**src/rtl/awg_pkg.sv**
```systemverilog
// Package: shared defaults and helpers for the activate window guard.
// Assumes widths are derived by the modules that use these constants.
package awg_pkg;
    localparam int ACT_LIMIT_DEF = 4;
    localparam int MAX_WIN_DEF   = 63;

    // Width of the timestamp counter for a given maximum window.
    function automatic int stamp_width(input int max_win);
        return $clog2(max_win + 1) + 1;
    endfunction
endpackage

```
**src/rtl/awg_tick.sv**
```systemverilog
// Module: free-running cycle counter used as the timestamp source.
// Assumes wrap-around is harmless because no stored stamp is kept
// longer than MAX_WIN cycles, which is below 2**CNT_W.
module awg_tick #(
    parameter int CNT_W = 7
) (
    input  logic             clk,
    input  logic             rst_n,
    output logic [CNT_W-1:0] now
);
    // Advance the cycle count every clock; restart at zero on reset.
    always_ff @(posedge clk) begin
        if (!rst_n) now <= '0;
        else        now <= now + 1'b1;
    end
endmodule

```
**src/rtl/awg_slot.sv**
```systemverilog
// Module: one history entry holding the issue cycle of a granted activate.
// Reports whether that activate still lies inside the current window.
// Assumes win_eff <= MAX_WIN. The entry retires itself once its age reaches
// MAX_WIN, so its modular age never wraps.
module awg_slot #(
    parameter int CNT_W   = 7,
    parameter int MAX_WIN = 63
) (
    input  logic             clk,
    input  logic             rst_n,
    input  logic [CNT_W-1:0] now,
    input  logic [CNT_W-1:0] win_eff,
    input  logic             load,
    output logic             live
);
    localparam logic [CNT_W-1:0] MAX_AGE = CNT_W'(MAX_WIN);

    logic             valid_q;
    logic [CNT_W-1:0] stamp_q;
    logic [CNT_W-1:0] age;

    // Age of the stored activate relative to the current cycle.
    always_comb age = now - stamp_q;

    // Entry counts against the window while its age is below W.
    always_comb live = valid_q && (age < win_eff);

    // Capture a new stamp on load; retire the entry once it reaches MAX_WIN.
    always_ff @(posedge clk) begin
        if (!rst_n) begin
            valid_q <= 1'b0;
            stamp_q <= '0;
        end else if (load) begin
            valid_q <= 1'b1;
            stamp_q <= now;
        end else if (valid_q && age >= MAX_AGE) begin
            valid_q <= 1'b0;
        end
    end

    // a held stamp never ages past MAX_WIN, so modular age stays exact.
    p_age_bounded_r8: assert property (@(posedge clk) disable iff (!rst_n)
        valid_q |-> (age <= MAX_AGE));

    // reset leaves the entry empty.
    p_reset_clears_r1: assert property (@(posedge clk)
        !rst_n |=> !valid_q);
endmodule

```
**src/rtl/act_window_guard.sv**
```systemverilog
// Module: grants or stalls bank-activate requests so that at most ACT_LIMIT
// granted activates lie within any rolling window of win_len clocks.
// Assumes the caller issues an activate only in a cycle where act_grant is 1.
// Grants are recorded even while limit_en is 0.
module act_window_guard
    import awg_pkg::*;
#(
    parameter int ACT_LIMIT = ACT_LIMIT_DEF,
    parameter int MAX_WIN   = MAX_WIN_DEF,
    localparam int CNT_W    = stamp_width(MAX_WIN)
) (
    input  logic             clk,
    input  logic             rst_n,
    input  logic             act_req,
    input  logic [CNT_W-1:0] win_len,
    input  logic             limit_en,
    output logic             act_grant,
    output logic             act_stall
);
    localparam int PTR_W = (ACT_LIMIT > 1) ? $clog2(ACT_LIMIT) : 1;
    localparam int NUM_W = $clog2(ACT_LIMIT + 1);
    localparam logic [CNT_W-1:0] WIN_CAP  = CNT_W'(MAX_WIN);
    localparam logic [PTR_W-1:0] PTR_LAST = PTR_W'(ACT_LIMIT - 1);

    logic [CNT_W-1:0]     now;
    logic [CNT_W-1:0]     win_eff;
    logic [ACT_LIMIT-1:0] live;
    logic [ACT_LIMIT-1:0] load;
    logic [PTR_W-1:0]     wr_ptr;
    logic [NUM_W-1:0]     n_live;
    logic                 room;

    awg_tick #(.CNT_W(CNT_W)) u_tick (
        .clk   (clk),
        .rst_n (rst_n),
        .now   (now)
    );

    // Clamp the requested window to the largest supported length.
    always_comb win_eff = (win_len > WIN_CAP) ? WIN_CAP : win_len;

    generate
        for (genvar i = 0; i < ACT_LIMIT; i++) begin : g_slot
            awg_slot #(.CNT_W(CNT_W), .MAX_WIN(MAX_WIN)) u_slot (
                .clk     (clk),
                .rst_n   (rst_n),
                .now     (now),
                .win_eff (win_eff),
                .load    (load[i]),
                .live    (live[i])
            );
        end
    endgenerate

    // Count the activates that still fall inside the window.
    always_comb begin
        n_live = '0;
        for (int i = 0; i < ACT_LIMIT; i++) n_live = n_live + NUM_W'(live[i]);
    end

    // Room exists while fewer than ACT_LIMIT activates are live.
    always_comb room = (n_live < NUM_W'(ACT_LIMIT));

    // Grant or stall the request in the cycle it is presented.
    always_comb begin
        act_grant = act_req && (!limit_en || room);
        act_stall = act_req && limit_en && !room;
    end

    // Steer the grant into the oldest entry of the ring.
    always_comb begin
        load = '0;
        if (act_grant) load[wr_ptr] = 1'b1;
    end

    // Advance the ring pointer once per granted activate.
    always_ff @(posedge clk) begin
        if (!rst_n)         wr_ptr <= '0;
        else if (act_grant) wr_ptr <= (wr_ptr == PTR_LAST) ? '0 : wr_ptr + 1'b1;
    end

    // grant and stall are mutually exclusive.
    p_grant_xor_stall_r4: assert property (@(posedge clk) disable iff (!rst_n)
        !(act_grant && act_stall));

    // a stall only answers a pending request.
    p_stall_needs_req_r4: assert property (@(posedge clk) disable iff (!rst_n)
        act_stall |-> act_req);

    // the bypass mode never stalls.
    p_bypass_no_stall_r6: assert property (@(posedge clk) disable iff (!rst_n)
        !limit_en |-> !act_stall);

    // a stall happens only with every entry still live.
    p_stall_full_r2: assert property (@(posedge clk) disable iff (!rst_n)
        act_stall |-> ($countones(live) == ACT_LIMIT));

    // with the limit on, a grant never overwrites a live activate.
    p_victim_expired_r3: assert property (@(posedge clk) disable iff (!rst_n)
        (act_grant && limit_en) |-> !live[wr_ptr]);
endmodule

```
**config.mk**
```make
export PLATFORM = sky130hd
export DESIGN_NAME = act_window_guard
export DESIGN_NICKNAME = d
export VERILOG_FILES = /design/src/rtl/awg_pkg.sv /design/src/rtl/awg_tick.sv /design/src/rtl/awg_slot.sv /design/src/rtl/act_window_guard.sv
export SDC_FILE = /design/constraint.sdc
export NUM_CORES = 1
export LEC_CHECK = 0
export ABC_AREA = 1
export CORE_MARGIN = 5
export CORE_UTILIZATION = 50
export DETAILED_ROUTE_END_ITERATION = 10
export GPL_ROUTABILITY_DRIVEN = 0
export GPL_TIMING_DRIVEN = 0
export PLACE_DENSITY = 0.68
export SLEW_MARGIN = 20
export SYNTH_ARGS = -nofsm -noshare
export SYNTH_HDL_FRONTEND = slang
export SYNTH_HIERARCHICAL = 1
export SYNTH_SLANG_ARGS = --single-unit
```
**constraint.sdc**
```tcl
create_clock -name clk -period 5.57 [get_ports clk]
set_input_delay 1.114 -clock clk [delete_from_list [all_inputs] [get_ports clk]]
set_output_delay 1.114 -clock clk [all_outputs]
set_load 0.02 [all_outputs]
```
==> out/results.env, run 1 <==
OUTCOME='completed'
FLOORPLAN.INITIALDENSITY=0.5182
REG2REG_TO='g_slot[0].u_slot/stamp_q[4]'
ROWS=31
CLOCK-SINKS=41
CTS_TREE='yes'
CTS.PATH.MAX_BUFFERS=2
DIE_HEIGHT_UM=96.93
SYNTH_LARGEST_AREA_CELL='dfxtp_1'
POWERDENSITY_nW_PER_UM2=221.4
CRITICALPATHCATEGORY='in -> out'
TIMING.CRITICAL_PATH.ARRIVAL_PS=4190
ROUTE.ANTENNA.REMAINING_NETS=0
TOTAL_VIAS_IN_THE_FINAL_ROUTE=3368
ROUTE.DETAILED.WL_PER_INST_UM=11.51
FINAL_CORE_UTIL=0.5697
HOLD_PATH_CLASS='reg -> reg'
SYN2LAYOUT_AREA_GROWTH_PCT=9.934
POSTSYNTHREGISTERBITS=41
SETUP_WS_PS=265.6
CTS_ROOT_BUF='clkbuf_8'
SYNTH_AREA_PER_CELL_UM2=6.664
GRT_USE_TOTAL=0.1709
POSTROUTEWIRELENGTH_UM=7931
CRITICAL_PATH.ENDPOINT_TYPE='primary output'
FIN_CRIT_SH=0.9523
PATH_MAX_FANOUT=6
LEADING_CELL_TYPE_BY_NUMBER_OF_INSTANCES_AFTER_SYNTHESIS='inv_1'
DIE_W_UM=96.93
IO_BUFFERS=12
SYNTH-EDFF-COUNT=0
FIN_SETUP_TNS_PS=0
CLOCK_TREE.HTREE_LEVEL_COUNT=2
POST_CTS.REPAIR.SETUP_BUFFERS=0
SYNTH-SEQ-AREA-SHARE=0.2172
TIMING.CRITICAL_PATH.TO='act_grant'
NETLIST_TOP_CELLS_COUNT='inv_1 (137), nand2_1 (89), a21oi_1 (53), ha_1 (53), dfxtp_1 (41)'
SYNTH_TOP_CELLS_BY_AREA='dfxtp_1 (22%), ha_1 (18%), inv_1 (14%), nand2_1 (8.8%), a21oi_1 (7.0%)'
TMIN_FINAL_PS=5304
MAX-SLEW-MARGIN-REL=0.5916
TIMING_HOLD_VIOLATIONS_FINAL=0
TIMING_MAX_TRANSITION_VIOLATIONS_FINAL=0
CLKSLEWWORSTSETUPHOLDPATHS_PS=80
YOSYS_WARNINGS=6
PRE_CTS_SLACK_PS=218.4
POST-DP-HPWL_UM=6158
REGTOREGSETUPSLACK_PS=1580
R2R.WORST_PATH.CELLS=18
CTS-HOLD-FIX-BUFFERS=0
R2R_START='u_tick/now[3]'
FIRSTDRTPASSITERS=4
GRT_OVERFLOW=0
CP_DATA_REQUIRED_TIME_PS=4460
LAYOUT.CELL_AREA.NON_FILLER_UM2=4154
SYNTH_CELL_AREA_UM2=3779
GRT_SETUP_UNREPAIRED='no'
CELLLEAKAGEPOWER_nW=2.311
POST-ROUTE-DRC-COUNT=0
PLACE_INST=681
DESIGN_POWER_TOTAL_uW=919.6
FLOORPLAN.DIE_AREA_UM2=9395
DESIGN.PORTCOUNT=13
REPORT.FINAL.SETUP_VIOL=0
SYNTHDISTINCTLIBCELLS=26
MAX_SLEW.WORST_PIN.SLEW_PS=612.6
STDCELL_COUNT=689
CORE-AREA_UM2=7292
VDD.IR_DROP.WORST_V=0.0001227
CRIT_PATH_START='win_len[6]'
INITIALDRTVIOLATIONCOUNT=100
CLK_LATENCY_PS=290
DPL_CELL_AREA_UM2=4029
PROPORTION_OF_LAYOUT_CELLS_WITH_A_DRIVE_SUFFIX_ABOVE_1=0.1203
ASYNC_FLOP_SHARE=0
FMAX_GHz=0.1885
ANTENNA_FOUND_INITIAL=0
SYNTHDOMINANTCELLAREASHARE=0.2172
GRT_FIRST_PASS_WIRELENGTH_UM=13530
WORST_SETUP_START_KIND='input pin'
VIAS_PER_CELL=4.888
FINAL_NET_COUNT=658
YOSYS_MOST_USED_DFF='dfxtp_1'
GRT_MAX_DEGREE=40
DRV.MAX_CAP_VIOLATION_COUNT=0
GRT_PASS1_VIAS=3100
ANTENNA-DIODE-COUNT=0
FIN_WORST_HOLD_SLACK_PS=462.7
SYN-INSTANCE-COUNT=567
CTS_BUFFERS=5
CLOCK_SKEW_PS=4.857
## flip-flops by register name, summed over array words and instances (netlist names)
name	count
wr_ptr	2
g_slot.u_slot/valid_q	4
u_tick/now	7
g_slot.u_slot/stamp_q	28
## report_power, final
group | internal [mW] | switching [mW]
sequential | 0.310 | 0.0142
combinational | 0.138 | 0.206
clock | 0.146 | 0.105
total | 0.594 | 0.325
## how the worst min path moves through the flow
stage	from	end	depth (start not counted)
2_1_floorplan	g_slot[0].u_slot/stamp_q[2]	g_slot[0].u_slot/stamp_q[2]	2
3_3_place_gp	g_slot[1].u_slot/stamp_q[4]	g_slot[1].u_slot/stamp_q[4]	2
3_5_place_dp	g_slot[1].u_slot/stamp_q[4]	g_slot[1].u_slot/stamp_q[4]	2
4_1_cts	g_slot[1].u_slot/stamp_q[4]	g_slot[1].u_slot/stamp_q[4]	2
5_1_grt	g_slot[1].u_slot/stamp_q[4]	g_slot[1].u_slot/stamp_q[4]	2
6_report	g_slot[3].u_slot/stamp_q[2]	g_slot[3].u_slot/stamp_q[2]	2
## cell families (layout without fill, tap and decap cells)
kind of cell    after synthesis  count (layout)  synth area share
simple gates                226             226            0.2868
xor+xnor                      4               4          0.009271
fa+ha+maj                    58              58            0.2020
flops                        41              41            0.2172
compound gates               94              94            0.1338
buf+inv                     143             163            0.1500
other cells                   1               4         0.0009924
## per-layer routing
metal,GRT usage,part of all wire,wire (um)
met1,0.2210,0.51,4017
met2,0.2909,0.46,3624
met3,0.02806,0.021,168
met4,0.05076,0.015,121
met5,0,0,0
## timing repair
| item | CTS | global route |
|---|---|---|
| endpoints found under the setup margin | 0 | 1 |
| gates resized for setup | 0 | 3 |
| endpoints found under the hold margin | 0 | 0 |
## critical path, stage by stage
cell,delay (ps)
clkdlybuf4s50_1,460
or2_2,370
inv_1,80
ha_1,250
a21oi_1,170
nand2_1,70
nand3_1,60
nand2_1,60
a31oi_2,180
fa_1,460
nand2_2,130
nor2_1,70
nor2_2,100
clkdlybuf4s50_1,610
## layout make-up
| class | instances | area [um^2] |
|---|---|---|
| fillers | 741 | 3138 |
| repair buffers | 12 | 115.1 |
| inverters | 139 | 521.8 |
| clock buffers | 7 | 86.33 |
| plain buffers | 4 | 45.04 |
| multi-input cells | 386 | 2409 |
| well taps | 99 | 123.9 |
| clock inverters | 1 | 30.03 |
| flip-flops and latches | 41 | 823.3 |
## placed cells by master (no fill, tap or decap), drive strengths merged
cell | synthesis | final
a211o | 1 | 1
a21oi | 58 | 58
a31oi | 1 | 1
and2 | 4 | 4
buf | 4 | 5
bufinv | 0 | 1
clkbuf | 0 | 7
clkdlybuf4s50 | 0 | 11
conb | 1 | 4
dfxtp | 41 | 41
fa | 5 | 5
ha | 53 | 53
inv | 139 | 139
nand2 | 114 | 114
nand3 | 47 | 47
nand4 | 5 | 5
nor2 | 46 | 46
nor3 | 4 | 4
o21ai | 34 | 34
or2 | 6 | 6
xor2 | 4 | 4
(Power assumes the default switching activity.)
==> run 2: changes to the inputs <==
--- a/config.mk
+++ b/config.mk
@@ -7,11 +7,11 @@
 export LEC_CHECK = 0
 export ABC_AREA = 1
 export CORE_MARGIN = 5
-export CORE_UTILIZATION = 50
+export CORE_UTILIZATION = 45
 export DETAILED_ROUTE_END_ITERATION = 10
 export GPL_ROUTABILITY_DRIVEN = 0
 export GPL_TIMING_DRIVEN = 0
-export PLACE_DENSITY = 0.68
+export PLACE_DENSITY = 0.65
 export SLEW_MARGIN = 20
 export SYNTH_ARGS = -nofsm -noshare
 export SYNTH_HDL_FRONTEND = slang
==> constraint.sdc (replaced) <==
create_clock -name clk -period 4.35 [get_ports clk]
set_input_delay 0.87 -clock clk [delete_from_list [all_inputs] [get_ports clk]]
set_output_delay 0.87 -clock clk [all_outputs]
set_load 0.02 [all_outputs]
==> out/results.env, run 2 (synthesized netlist as in run 1, its figures left out) <==
OUTCOME='completed'
CTS_BUFFERS=5
VIAS_PER_CELL=4.873
CORE-AREA_UM2=8217
FINAL_NET_COUNT=663
PRE_CTS_SLACK_PS=-539.5
FLOORPLAN.INITIALDENSITY=0.4599
CTS_ROOT_BUF='clkbuf_8'
POWERDENSITY_nW_PER_UM2=282.1
DESIGN_POWER_TOTAL_mW=1.227
POSTROUTEWIRELENGTH_UM=8411
DIE_HEIGHT_UM=101.6
FIRSTDRTPASSITERS=4
CLOCK_SKEW_PS=6.490
CTS_TREE='yes'
CTS.PATH.MAX_BUFFERS=2
R2R_START='u_tick/now[0]'
LARGEST_REGISTERS='g_slot.u_slot/stamp_q x28, u_tick/now x7, g_slot.u_slot/valid_q x4'
LARGEST_REG_FLOPS=28
CTS-HOLD-FIX-BUFFERS=0
DRV.MAX_CAP_VIOLATION_COUNT=0
DIE_W_UM=101.6
POST-ROUTE-DRC-COUNT=0
MOSTFREQUENTLAYOUTCELLS='inv_1 (131), nand2_1 (86), a21oi_1 (51)'
ROUTE.ANTENNA.REMAINING_NETS=0
IO_BUFFERS=12
PATH_MAX_FANOUT=7
PROPORTION_OF_LAYOUT_CELLS_WITH_A_DRIVE_SUFFIX_ABOVE_1=0.1782
POST-DP-HPWL_UM=6155
CLOCK_TREE.HTREE_LEVEL_COUNT=2
ANTENNA_FOUND_INITIAL=0
SETUP_WS_PS=163.0
CP_DATA_REQUIRED_TIME_PS=3480
WORST_SETUP_START_KIND='flop'
MOST_COMMON_CELL_AFTER_LAYOUT_FILL_AND_TAPS_ASIDE='inv_1'
FMAX_GHz=0.2388
HOLD_PATH.STARTPOINT='g_slot[0].u_slot/stamp_q[2]'
GRT_FIRST_PASS_WIRELENGTH_UM=13870
TMIN_FINAL_PS=4187
MAX_SLEW.WORST_PIN.SLEW_PS=694.3
INITIALDRTVIOLATIONCOUNT=163
ANTENNA-DIODE-COUNT=0
CRITICALPATHCATEGORY='reg -> out'
TOTAL_VIAS_IN_THE_FINAL_ROUTE=3411
GRT_OVERFLOW=0
TIMING_MAX_TRANSITION_VIOLATIONS_FINAL=0
CRIT_PATH_START='u_tick/now[0]'
TIMING_HOLD_VIOLATIONS_FINAL=0
GRT_PASS1_VIAS=3118
FIN_CRIT_SH=0.9625
ROUTE.DETAILED.WL_PER_INST_UM=12.02
ROWS=33
DESIGN.PORTCOUNT=13
FLOORPLAN.DIE_AREA_UM2=10330
TIMING.CRITICAL_PATH.ARRIVAL_PS=3320
GRT_MAX_DEGREE=40
CELLLEAKAGEPOWER_nW=2.355
MAX-SLEW-MARGIN-REL=0.5371
MAX_FLOP_REGISTER='g_slot.u_slot/stamp_q'
CLKSLEWWORSTSETUPHOLDPATHS_PS=80
SYN2LAYOUT_AREA_GROWTH_PCT=15.10
CRITICAL_PATH.ENDPOINT_TYPE='primary output'
VDD.IR_DROP.WORST_V=0.0001244
HOLD_PATH_CLASS='reg -> reg'
FINAL_CORE_UTIL=0.5293
CLK_LATENCY_PS=290
CLOCK-SINKS=41
GRT_USE_TOTAL=0.1684
REPORT.FINAL.SETUP_VIOL=0
[run 2: per-layer routing]
layer	share of wire	vias up	global-route usage
met2	0.46	46	0.2792
met3	0.038	6	0.03099
met1	0.49	1528	0.2193
li1	-	1831	-
met5	0	-	0
met4	0.019	0	0.05828
[run 2: worst paths after layout]
check,end,slack [ps],cells after the start
worst max-delay path,act_stall,160,18
worst max register to register,g_slot[0].u_slot/stamp_q[4],520,22
worst min-delay path,g_slot[0].u_slot/stamp_q[2],460,2
worst min register to register,g_slot[0].u_slot/stamp_q[2],460,2
[run 2: timing repair]
| action | in CTS | in global routing |
|---|---|---|
| cloned | 0 | 0 |
| pin swaps | 2 | 20 |
| setup endpoints to repair | 2 | 2 |
| setup buffers | 0 | 5 |
| gates resized for setup | 19 | 35 |
[run 2: where the power goes]
| part | switching (mW) | internal [mW] | leakage, nW | total (mW) |
|---|---|---|---|---|
| clock | 0.137 | 0.187 | 0.0585 | 0.324 |
| combinational | 0.283 | 0.203 | 1.96 | 0.486 |
| sequential | 0.0199 | 0.396 | 0.338 | 0.416 |
| total | 0.440 | 0.786 | 2.35 | 1.23 |
[run 2: through the flow]
step | TNS [ps] | cells | hold WS [ps] | instance area (um^2)
after floorplan | 0 | 570 | 436.7 | 3790
final | 0 | 700 | 464.7 | 4349
after global routing | -64.18 | 700 | 490.0 | 4349
after detailed placement | -878.7 | 687 | 456.1 | 4036
after CTS | 0 | 695 | 468.0 | 4173
after global placement | -816.2 | 687 | 449.1 | 4041
[run 2: area by class of cell]
cell class                      instances  area (um^2)
Clock inverter                          1        30.03
Sequential cell                        41        833.3
Timing Repair Buffer                   17        153.9
Multi-Input combinational cell        386         2537
Inverter                              139        531.8
Buffer                                  4        45.04
Tap cell                              105        131.4
Fill cell                             808         3867
Clock buffer                            7        86.33
[run 2: worst max-delay path, stage by stage, from the launching register on]
cell     delay, ps
dfxtp_4        410
inv_4           80
ha_4           130
inv_4           40
fa_2           380
nand2_2         80
nand2_2         60
nand3_2         70
nand2_1         50
nand2_1         70
nand2_2         80
ha_4           270
nand2_2         60
o21ai_0        230
nor3_2          80
fa_1           550
nand4_1        110
nor2_1         130
buf_4          150
